### src/rtl/gamma_pkg.sv
package gamma_pkg;
    localparam int PIX_W  = 12;
    localparam int OUT_W  = 8;
    localparam int KNOTS  = 19;
    localparam int WGT_W  = 8;
    localparam int SEG_W  = $clog2(KNOTS);
    localparam int FRAC_W = 8;
    localparam int SHF_W  = 4;
    localparam int LAST_SEG = KNOTS - 2;

    typedef logic [OUT_W-1:0] knot_t;

    typedef enum logic [1:0] {
        MODE_BRIGHT  = 2'd0,
        MODE_DARK    = 2'd1,
        MODE_MIX     = 2'd2,
        MODE_MIX_ALT = 2'd3
    } curve_mode_e;

    typedef struct packed {
        logic [SEG_W-1:0]  seg;
        logic [FRAC_W-1:0] frac;
        logic [SHF_W-1:0]  shift;
    } seg_info_t;

    typedef struct packed {
        logic              vld;
        logic [SEG_W-1:0]  seg;
        knot_t             b_lo;
        knot_t             b_hi;
        knot_t             d_lo;
        knot_t             d_hi;
        logic [FRAC_W-1:0] frac;
        logic [SHF_W-1:0]  shift;
        curve_mode_e       mode;
        logic [WGT_W-1:0]  wgt;
    } fetch_t;

    typedef struct packed {
        logic              vld;
        knot_t             y_lo;
        knot_t             y_hi;
        logic [FRAC_W-1:0] frac;
        logic [SHF_W-1:0]  shift;
    } blend_t;
endpackage

### src/rtl/gamma_seg_decode.sv
module gamma_seg_decode
    import gamma_pkg::*;
(
    input  logic [PIX_W-1:0] pix,
    output seg_info_t        info
);
    always_comb begin
        info = '0;
        if (pix[PIX_W-1:8] != '0) begin
            info.seg   = SEG_W'(pix[PIX_W-1:8]) + SEG_W'(2);
            info.frac  = pix[7:0];
            info.shift = SHF_W'(8);
        end else if (pix[7]) begin
            info.seg   = SEG_W'(2);
            info.frac  = {1'b0, pix[6:0]};
            info.shift = SHF_W'(7);
        end else begin
            info.seg   = SEG_W'(pix[6]);
            info.frac  = {2'b00, pix[5:0]};
            info.shift = SHF_W'(6);
        end
    end
endmodule

### src/rtl/gamma_knot_bank.sv
module gamma_knot_bank
    import gamma_pkg::*;
(
    input  logic             clk,
    input  logic             rst,
    input  logic             frame_start,
    input  logic             we,
    input  logic             bank,
    input  logic [4:0]       addr,
    input  knot_t            data,
    input  logic [1:0]       mode_in,
    input  logic [WGT_W-1:0] wgt_in,
    output knot_t            act_b [KNOTS],
    output knot_t            act_d [KNOTS],
    output curve_mode_e      act_mode,
    output logic [WGT_W-1:0] act_wgt
);
    knot_t stg_b [KNOTS];
    knot_t stg_d [KNOTS];

    always_ff @(posedge clk) begin
        if (rst) begin
            for (int k = 0; k < KNOTS; k++) begin
                stg_b[k] <= '0;
                stg_d[k] <= '0;
                act_b[k] <= '0;
                act_d[k] <= '0;
            end
            act_mode <= MODE_BRIGHT;
            act_wgt  <= '0;
        end else begin
            for (int k = 0; k < KNOTS; k++) begin
                if (we && (addr == 5'(k))) begin
                    if (bank) stg_d[k] <= data;
                    else      stg_b[k] <= data;
                end
                if (frame_start) begin
                    act_b[k] <= stg_b[k];
                    act_d[k] <= stg_d[k];
                end
            end
            if (frame_start) begin
                act_mode <= curve_mode_e'(mode_in);
                act_wgt  <= wgt_in;
            end
        end
    end
endmodule

### src/rtl/gamma_knot_mix.sv
module gamma_knot_mix
    import gamma_pkg::*;
(
    input  knot_t            b,
    input  knot_t            d,
    input  logic [WGT_W-1:0] w,
    input  curve_mode_e      mode,
    output knot_t            y
);
    localparam int ACC_W = OUT_W + WGT_W + 1;
    localparam int ONE   = 1 << WGT_W;
    logic [ACC_W-1:0] acc;

    always_comb begin
        acc = ACC_W'(w) * ACC_W'(b)
            + (ACC_W'(ONE) - ACC_W'(w)) * ACC_W'(d)
            + ACC_W'(ONE / 2);
        unique case (mode)
            MODE_BRIGHT: y = b;
            MODE_DARK:   y = d;
            default:     y = acc[WGT_W +: OUT_W];
        endcase
    end
endmodule

### src/rtl/gamma_interp.sv
module gamma_interp
    import gamma_pkg::*;
(
    input  knot_t             y_lo,
    input  knot_t             y_hi,
    input  logic [FRAC_W-1:0] frac,
    input  logic [SHF_W-1:0]  shift,
    output knot_t             y
);
    localparam int DW = OUT_W + 2;
    localparam int PW = DW + FRAC_W + 1;
    logic signed [DW-1:0] diff;
    logic signed [PW-1:0] prod;
    logic signed [PW-1:0] half;
    logic signed [PW-1:0] q;
    logic signed [DW:0]   sum;

    always_comb begin
        diff = $signed({2'b00, y_hi}) - $signed({2'b00, y_lo});
        prod = PW'(diff) * PW'($signed({1'b0, frac}));
        half = PW'(1) <<< (shift - SHF_W'(1));
        q    = (prod + half) >>> shift;
        sum  = $signed({3'b000, y_lo}) + q[DW:0];
        if (sum < 0)
            y = '0;
        else if (sum > $signed((DW+1)'((1 << OUT_W) - 1)))
            y = '1;
        else
            y = sum[OUT_W-1:0];
    end
endmodule

### src/rtl/gamma_blend_top.sv
module gamma_blend_top
    import gamma_pkg::*;
(
    input  logic             clk,
    input  logic             rst,
    input  logic             frame_start,
    input  logic             pix_valid_i,
    input  logic [11:0]      pix_i,
    input  logic             cfg_we,
    input  logic             cfg_bank,
    input  logic [4:0]       cfg_addr,
    input  logic [7:0]       cfg_data,
    input  logic [1:0]       curve_mode_i,
    input  logic [7:0]       blend_wgt_i,
    output logic             pix_valid_o,
    output logic [7:0]       pix_o
);
    knot_t            act_b [KNOTS];
    knot_t            act_d [KNOTS];
    curve_mode_e      act_mode;
    logic [WGT_W-1:0] act_wgt;
    seg_info_t        dec;
    logic [SEG_W-1:0] seg_hi;
    fetch_t           s1;
    blend_t           s2;
    knot_t            mix_y [2];
    knot_t            out_y;

    gamma_knot_bank u_bank (
        .clk(clk), .rst(rst), .frame_start(frame_start),
        .we(cfg_we), .bank(cfg_bank), .addr(cfg_addr), .data(cfg_data),
        .mode_in(curve_mode_i), .wgt_in(blend_wgt_i),
        .act_b(act_b), .act_d(act_d), .act_mode(act_mode), .act_wgt(act_wgt)
    );

    gamma_seg_decode u_dec (.pix(pix_i), .info(dec));
    assign seg_hi = dec.seg + SEG_W'(1);

    // stage 1: segment decode and knot fetch, curve settings travel with pixel
    always_ff @(posedge clk) begin
        if (rst) begin
            s1 <= '0;
        end else begin
            s1.vld   <= pix_valid_i;
            s1.seg   <= dec.seg;
            s1.b_lo  <= act_b[dec.seg];
            s1.b_hi  <= act_b[seg_hi];
            s1.d_lo  <= act_d[dec.seg];
            s1.d_hi  <= act_d[seg_hi];
            s1.frac  <= dec.frac;
            s1.shift <= dec.shift;
            s1.mode  <= act_mode;
            s1.wgt   <= act_wgt;
        end
    end

    // stage 2: blend both segment endpoints
    for (genvar e = 0; e < 2; e++) begin : g_end
        gamma_knot_mix u_mix (
            .b   (e == 0 ? s1.b_lo : s1.b_hi),
            .d   (e == 0 ? s1.d_lo : s1.d_hi),
            .w   (s1.wgt),
            .mode(s1.mode),
            .y   (mix_y[e])
        );
    end

    always_ff @(posedge clk) begin
        if (rst) begin
            s2 <= '0;
        end else begin
            s2.vld   <= s1.vld;
            s2.y_lo  <= mix_y[0];
            s2.y_hi  <= mix_y[1];
            s2.frac  <= s1.frac;
            s2.shift <= s1.shift;
        end
    end

    // stage 3: interpolate inside the segment and clamp
    gamma_interp u_interp (
        .y_lo(s2.y_lo), .y_hi(s2.y_hi), .frac(s2.frac), .shift(s2.shift), .y(out_y)
    );

    always_ff @(posedge clk) begin
        if (rst) begin
            pix_valid_o <= 1'b0;
            pix_o       <= '0;
        end else begin
            pix_valid_o <= s2.vld;
            if (s2.vld) pix_o <= out_y;
        end
    end
endmodule

### config.mk
export PLATFORM = sky130hd
export DESIGN_NAME = gamma_blend_top
export DESIGN_NICKNAME = d
export VERILOG_FILES = /design/src/rtl/gamma_pkg.sv /design/src/rtl/gamma_seg_decode.sv /design/src/rtl/gamma_knot_bank.sv /design/src/rtl/gamma_knot_mix.sv /design/src/rtl/gamma_interp.sv /design/src/rtl/gamma_blend_top.sv
export SDC_FILE = /design/constraint.sdc
export NUM_CORES = 2
export LEC_CHECK = 0
export BUFFER_PORTS_ARGS = -buffer_cell sky130_fd_sc_hd__clkbuf_2
export CAP_MARGIN = 5
export CORE_ASPECT_RATIO = 0.9
export CORE_MARGIN = 1.5
export CORE_UTILIZATION = 50
export DETAILED_ROUTE_END_ITERATION = 8
export PLACE_DENSITY = 0.68
export SYNTH_ARGS = -nofsm -noshare
export SYNTH_HDL_FRONTEND = slang
export SYNTH_HIERARCHICAL = 1
export SYNTH_SLANG_ARGS = --single-unit
export TNS_END_PERCENT = 10
### constraint.sdc
create_clock -name clk -period 9.3 [get_ports clk]
set_input_delay 1.395 -clock clk [delete_from_list [all_inputs] [get_ports clk]]
set_output_delay 1.395 -clock clk [all_outputs]
set_load 0.02 [all_outputs]
* Word level (Yosys, flattened, before mapping)
Memories as Yosys holds them, arrays and structs flattened. A register that Yosys moved wholly into a read port is not among the register bits. Cells that the tools add are included.
Word-level totals: output and inout bits 9, flip-flop bits (word level) 103, memories kept 2, RAM bits 304
Operators by class: shift operators 2, reductions and logical operators 23, $mul 5, equal/unequal tests 19, muxes and demuxes 174, bitwise gates (word level) 40, add/sub/neg operators 11, magnitude comparators 4
Memory list:
- u_bank.stg_b | depth 19, width 8, rd ports 19, clocked after memory_dff 19, write ports 19, RTL line gamma_knot_bank.sv:18 | knot_t stg_b [KNOTS];
- u_bank.stg_d | depth 19, width 8, rd ports 19, clocked after memory_dff 19, write ports 19, RTL line gamma_knot_bank.sv:19 | knot_t stg_d [KNOTS];
Operator list (number):
- 8-bit 2-to-1 mux | 48
- 8-bit binary-select mux with 5-bit select | 4
- 1-bit 2-to-1 mux | 118
- 5-bit by 4-bit == test with 1-bit output (second input constant) | 8
- 1-bit OR | 38
- 17-bit by 8-bit multiplier with 16-bit output | 2
- 16-bit adder | 2
- 16-bit by 8-bit adder with 16-bit output (second input constant) | 2
- 8-bit by 8-bit multiplier with 16-bit output | 2
- 8-bit one-hot mux with 2 select lines | 2
- 5-bit by 3-bit == test with 1-bit output (second input constant) | 4
- 19-bit adder | 1
- 1-bit logical AND | 19
- 2-bit by 4-bit <<< shifter with 19-bit output (first input constant) | 1
- 19-bit by 4-bit >>> shifter with 11-bit output | 1
- 9-bit by 9-bit multiplier with 18-bit output | 1
- 17-bit 2-to-1 mux | 1
- 5-bit == test (second input constant) | 3
- 14-bit 2-to-1 mux | 1
- 6-bit >= comparator (second input constant) | 2
- 5-bit NOT with 6-bit output | 2
- 8-bit by 11-bit adder with 11-bit output | 1
- 11-bit by 9-bit > comparator with 1-bit output (second input constant) | 1
- 11-bit by 1-bit less-than comparator with 1-bit output (second input constant) | 1
- other kinds (12) | 13

* Depth between registers and ports, before layout
depth in word-level cells 8, mapped depth 54, mapped depth without buffers 52

* Hierarchy
Netlist, hierarchy kept.
By module, submodules not included:
- gamma_knot_bank | cells an instance 1784, times used 1, area an instance 22654.2 µm², sequential area each 15414.8 µm²
- gamma_blend_top | cells an instance 604, times used 1, area an instance 7548.5 µm², sequential area each 1861.8 µm²
- gamma_interp | cells an instance 711, times used 1, area an instance 5509.0 µm², sequential area each 0.0 µm²
- gamma_knot_mix at g_end[1].u_mix | cells an instance 546, times used 1, area an instance 4845.9 µm², sequential area each 0.0 µm²
- gamma_knot_mix at g_end[0].u_mix | cells an instance 553, times used 1, area an instance 4820.9 µm², sequential area each 0.0 µm²
- gamma_seg_decode | cells an instance 24, times used 1, area an instance 173.9 µm², sequential area each 0.0 µm²

* Worst setup path before layout
No wires, ideal clock.
kind flip-flop to flip-flop, from register, netlist name s2[20], to register pix_o[0], stages on the path, launching flop included 50, required time 9172 ps, period minus slack after synthesis 10038 ps, arrival 9910 ps, slack -738 ps, library setup time 128 ps, cell sequence dfxtp_1 > ha_1 > inv_1 > fa_1 > a21o_1 > a21oi_1 > o21bai_1 > a21oi_1 > o21bai_1 > a21oi_1 > nand2_1 > inv_1 > fa_1 > inv_1 > fa_1 > fa_1 > fa_1 > inv_1 > [14 not listed] > xnor2_1 > mux4_2 > a21oi_1 > a21oi_1 > ha_1 > nand3b_1 > a21boi_0 > o21ai_0 > a21boi_0 > o21ai_0 > nand2b_1 > buf_1 > nand2_1 > nor4b_1 > a311o_1 > a222oi_1 > mux2i_1 > nor2_1
Between the ends: longest elaborated chain between the ends 8
RTL lines:
- 8-bit by 8-bit subtractor with 9-bit output | RTL line gamma_interp.sv:19 | diff = $signed({2'b00, y_hi}) - $signed({2'b00, y_lo});
- 9-bit by 9-bit multiplier with 18-bit output | RTL line gamma_interp.sv:20 | prod = PW'(diff) * PW'($signed({1'b0, frac}));
- 19-bit adder | RTL line gamma_interp.sv:22 | q = (prod + half) >>> shift;
- 19-bit by 4-bit >>> shifter with 11-bit output | RTL line gamma_interp.sv:22
- 8-bit by 11-bit adder with 11-bit output * | RTL line gamma_interp.sv:23 | sum = $signed({3'b000, y_lo}) + q[DW:0];
- 11-bit by 9-bit > comparator with 1-bit output | RTL line gamma_interp.sv:26 | else if (sum > $signed((DW+1)'((1 << OUT_W) - 1)))
- 8-bit 2-to-1 mux | RTL line gamma_interp.sv:26
- 8-bit 2-to-1 mux * | RTL line gamma_interp.sv:24 | if (sum < 0)
- named net out_y[0] | RTL line gamma_blend_top.sv:27 | knot_t out_y;
- to (signal assigned) | RTL line gamma_blend_top.sv:91 | if (s2.vld) pix_o <= out_y;
- to (decl) | RTL line gamma_blend_top.sv:16 | output logic [7:0] pix_o
Mark *: on every way through the listed nets, which the timed path passes. The rest lies on a longest branch. A chain may end at the register's enable or synchronous reset.

* Final worst setup path
from register, netlist name s2[21], to register pix_o[3]
Between the ends: longest elaborated chain between the ends 8
RTL lines (RTL line):
- 8-bit by 8-bit subtractor with 9-bit output | gamma_interp.sv:19
- 9-bit by 9-bit multiplier with 18-bit output | gamma_interp.sv:20
- 19-bit adder | gamma_interp.sv:22
- 19-bit by 4-bit >>> shifter with 11-bit output | gamma_interp.sv:22
- 8-bit by 11-bit adder with 11-bit output * | gamma_interp.sv:23
- 11-bit by 9-bit > comparator with 1-bit output | gamma_interp.sv:26
- 8-bit 2-to-1 mux | gamma_interp.sv:26
- 8-bit 2-to-1 mux * | gamma_interp.sv:24
- named net out_y[3] | gamma_blend_top.sv:27
Marked as above.

==> out/qor.csv <==
stage,metric,value,unit
power,Switching Share,0.326,
setup_path,flop-to-flop setup slack,-0.33,ns
synthesis,register bit count reported by yosys,711,
cells_and_area,Filler Cells Inserted,7658,
placed_design,DP Area,47400,um^2
setup_path,reg2reg path depth,45,
setup_path,Critical Path RT,9.82,ns
floorplanning,Vert. Die Dim,289,um
run_status,failing checks,setup timing,
setup_path,critical path's top delay family,compound AO/OA/AOI/OAI gates,
setup_path,Reg2Reg Capture Point,pix_o[3],
run_status,status,"complete, but fails checks",
synthesis,synthesized area,45600,um^2
sta,Final Max Tran Viols,0,
clock_tree,CTS tree,yes,
floorplanning,Die W,321,um
run,maximum capacitance violations,0,
global_routing,GRT Overall Usage,0.258,
sta,f_max,104,MHz
worst_hold_path,Hold Path Class,flip-flop to flip-flop,
sta,Clock Skews,0.0770,ns
worst_hold_path,hold path startpoint,s1[20],
clock_tree,Clock Pin Slew Worst Setup and Hold Paths,0.06,ns
setup_path,CP startpoint,s2[21],
sta,Slew @ Worst Pin,1.26,ns
routing,vias,32000,
setup_path,crit path max-delay cell type,fa_1,
clock_tree,TritonCTS Buffers,77,
setup_path,CP Depth,45,
floorplanning,Rows,104,
clock_tree,hold buffer count at CTS,0,
synthesis,top post-synthesis cells by area,"edfxtp_1 (20%), dfxtp_1 (18%), fa_1 (12%), mux2i_1 (9.8%), ha_1 (5.7%)",
placed_design,Final GP Congestion,0.884,
power,Logic pwr share,0.316,
floorplanning,die area,92900,um^2
cells_and_area,share of cells above drive strength 1,0.150,
global_routing,GRT Residual Overflow,0,
sta,Hold Fails Final Rpt,0,
setup_path,Critical Path Fanout Max,8,
synthesis,ys async rst share,0,
power,P_int,6.58,mW
global_routing,largest net degree at the start of global routing,163,
worst_hold_path,Hold Crit Depth,1,
synthesis,register area share after synthesis,0.379,
worst_hold_path,Hold Path End,s2[10],
sta,max_slew headroom,0.157,
setup_path,Setup Crit Path Kind,flip-flop to flip-flop,
setup_path,crit start category,flip-flop,
synthesis,Yosys cell types,96,
synthesis,Yosys warnings,6,
power,Clock power frac,0.315,
cells_and_area,Layout Nets,4749,
cells_and_area,FF/Latch Area,17300,um^2
clock_tree,maximum clock path buffer count,3,
synthesis,ys flop type,dfxtp_1,
routing,drt first pass iters,7,
global_routing,first-pass GRT wire length,186,mm
clock_tree,root buf cell,clkbuf_16,
power,power density over the cells,194,nW/um^2
sta,final hold slack,0.436,ns
clock_tree,clock sinks,711,
sta,Final min period,9.63,ns
synthesis,Gate Count Post-Synth,4222,
cells_and_area,post-route cell area,50300,um^2
cells_and_area,Ant. Diodes,0,
sta,TNS Setup,-2.26,ns
sta,RSZ-0062 raised after global routing,true,
routing,initial drt markers,3071,
routing,final WL,120,mm
power,Worst IR Drop VDD,0.171,mV
sta,ratio of final minimum period to clock period,1.04,
floorplanning,area of the core,89800,um^2
global_routing,vias in the first global route,31900,
routing,Post-DRT Antenna Nets,0,
power,leakage power,21.3,nW
synthesis,post-synth top area cell,edfxtp_1,
synthesis,Post-synth EDFFs,304,
sta,post-route setup slack,-0.331,ns
clock_tree,Worst-Skew Late Latency,0.67,ns
floorplanning,Ports,50,
routing,Vias/cell,5.86,
setup_path,CP max stage delay,0.52,ns
synthesis,Mapped Avg Cell Area,10.8,um^2
clock_tree,CTS H-tree depth,3,
synthesis,syn nets,4735,
global_routing,initial antenna violation count,2,
sta,# setup viols final,8,
cells_and_area,Layout Area Growth over Synthesis,10.5,%
floorplanning,Starting Density,0.507,
setup_path,r2r startpoint,s2[21],
placed_design,Port Buffer Count,49,
routing,wire per inst,21.9,um
setup_path,critical path arrival,10.15,ns
power,Sw Pwr,3.19,mW
synthesis,area share of the largest cell type after synthesis,0.200,
placed_design,hpwl dp,79.3,mm
setup_path,crit path buf inv count,5,
setup_path,crit path capture type,flip-flop,
cells_and_area,multi-input logic area,25800,um^2
routing,DRC,0,
power,register share of total power,0.369,
placed_design,pre-CTS setup slack,-0.412,ns
## how the worst max path moves through the flow
stage / slack, ns / to
global placement: -0.24 / pix_o[0]
detailed placement: -0.41 / pix_o[3]
finish: -0.33 / pix_o[3]
floorplan: 0.003 / pix_o[0]
global route: -0.94 / pix_o[1]
CTS: -0.32 / pix_o[3]
## synth_stat cells (21+ instances only)
library cell / n
mux2i_1: 448
nor2_1: 408
dfxtp_1: 407
inv_1: 382
edfxtp_1: 304
nor3_1: 273
fa_1: 263
ha_1: 209
nand2_1: 209
and2_1: 182
clkbuf_1: 151
mux4_2: 109
buf_2: 97
nor2b_1: 71
a21oi_1: 58
xnor2_1: 45
o21bai_1: 44
buf_1: 42
nor3_2: 36
o2bb2ai_1: 34
nand3_1: 31
a22oi_1: 28
a211oi_1: 27
o21ai_0: 27
nand2b_1: 24
xor2_1: 21
## cells by family (layout without fill, tap and decap cells)
group                    Yosys count  count (layout)  synth area share
flip-flops                       711             711             0.379
AND/OR/NAND/NOR                 1305            1305             0.143
buffers and inverters            700             775            0.0633
AO/OA/AOI/OAI                    380             380            0.0650
adder cells (fa/ha/maj)          472             472             0.173
XOR/XNOR                          71              71            0.0152
multiplexers                     583             583             0.161
## layout make-up
cell class | instances | area share
clock buffer | 116 | 0.0451
inverter | 385 | 0.0287
multi-input combinational | 2811 | 0.512
sequential | 711 | 0.343
tap | 1166 | 0.0290
timing repair buffer | 250 | 0.0361
clock inverter | 24 | 0.00602
## repair_timing
item,in CTS,in global routing
buffers inserted,11,5
pin swaps,29,45
gates resized for setup,20,34
setup endpoints to repair,8,8
cloned,0,0
## through the flow
stage	power, mW	utilization	cells
after floorplan	5.55	-	4222
after global placement	6.50	0.528	5307
after detailed placement	6.55	0.528	5307
after CTS	9.69	0.558	5458
after global routing	10.2	0.561	5463
final	9.76	0.561	5463
## power groups by stage
stage	sequential, mW	clock, mW	combinational (mW)
2_1_floorplan	3.58	0	1.96
3_3_place_gp	3.65	0	2.85
3_5_place_dp	3.66	0	2.89
4_1_cts	3.59	3.12	2.97
5_1_grt	3.62	3.24	3.37
6_report	3.60	3.08	3.08
## sequential cells by signal (all words and copies together) (netlist names)
register and count:
u_bank/stg_b 152, s2 29, s1 55, pix_o 8
u_bank/stg_d 152, u_bank/act_wgt 8, u_bank/act_mode 2, u_bank/act_b 152
pix_valid_o 1, u_bank/act_d 152
## routing by layer
layer | track usage | up-vias | routed length [um]
met1 | 0.353 | 16000 | 52100
met2 | 0.418 | 1135 | 55200
met5 | 0 | - | 27
met3 | 0.0428 | 197 | 8650
met4 | 0.0846 | 4 | 3830
li1 | - | 14700 | -
## worst register-to-register path, delay by kind of cell, from the launching register on
family	cells	cell delay, ns
adder cells (fa/ha/maj)	8	2.97
AO/OA/AOI/OAI	20	3.66
flip-flops	1	0.34
XOR/XNOR	2	0.29
AND/OR/NAND/NOR	8	1.09
buffers and inverters	5	0.54
multiplexers	2	0.67
## placed cells by master, fill, tap and decap left out, types with 18 or more instances in the layout
cell / Yosys / routed
xor2_1: 21 / 21
clkbuf_2: 0 / 47
clkbuf_1: 151 / 24
and2_1: 182 / 180
nor3_1: 273 / 273
inv_1: 382 / 377
edfxtp_1: 304 / 304
o21ai_0: 27 / 22
o21bai_1: 44 / 44
nand3_1: 31 / 30
nand2_1: 209 / 205
a211oi_1: 27 / 23
nor2_1: 408 / 406
a22oi_1: 28 / 28
a21oi_1: 58 / 42
xnor2_1: 45 / 42
mux2i_1: 448 / 447
dfxtp_1: 407 / 405
fa_1: 263 / 261
nor2b_1: 71 / 70
o2bb2ai_1: 34 / 33
buf_4: 16 / 197
ha_1: 209 / 198
a21o_1: 18 / 18
mux4_2: 109 / 109
clkbuf_16: 0 / 81
nor3_2: 36 / 35
Power figures use the tool's default switching activity.
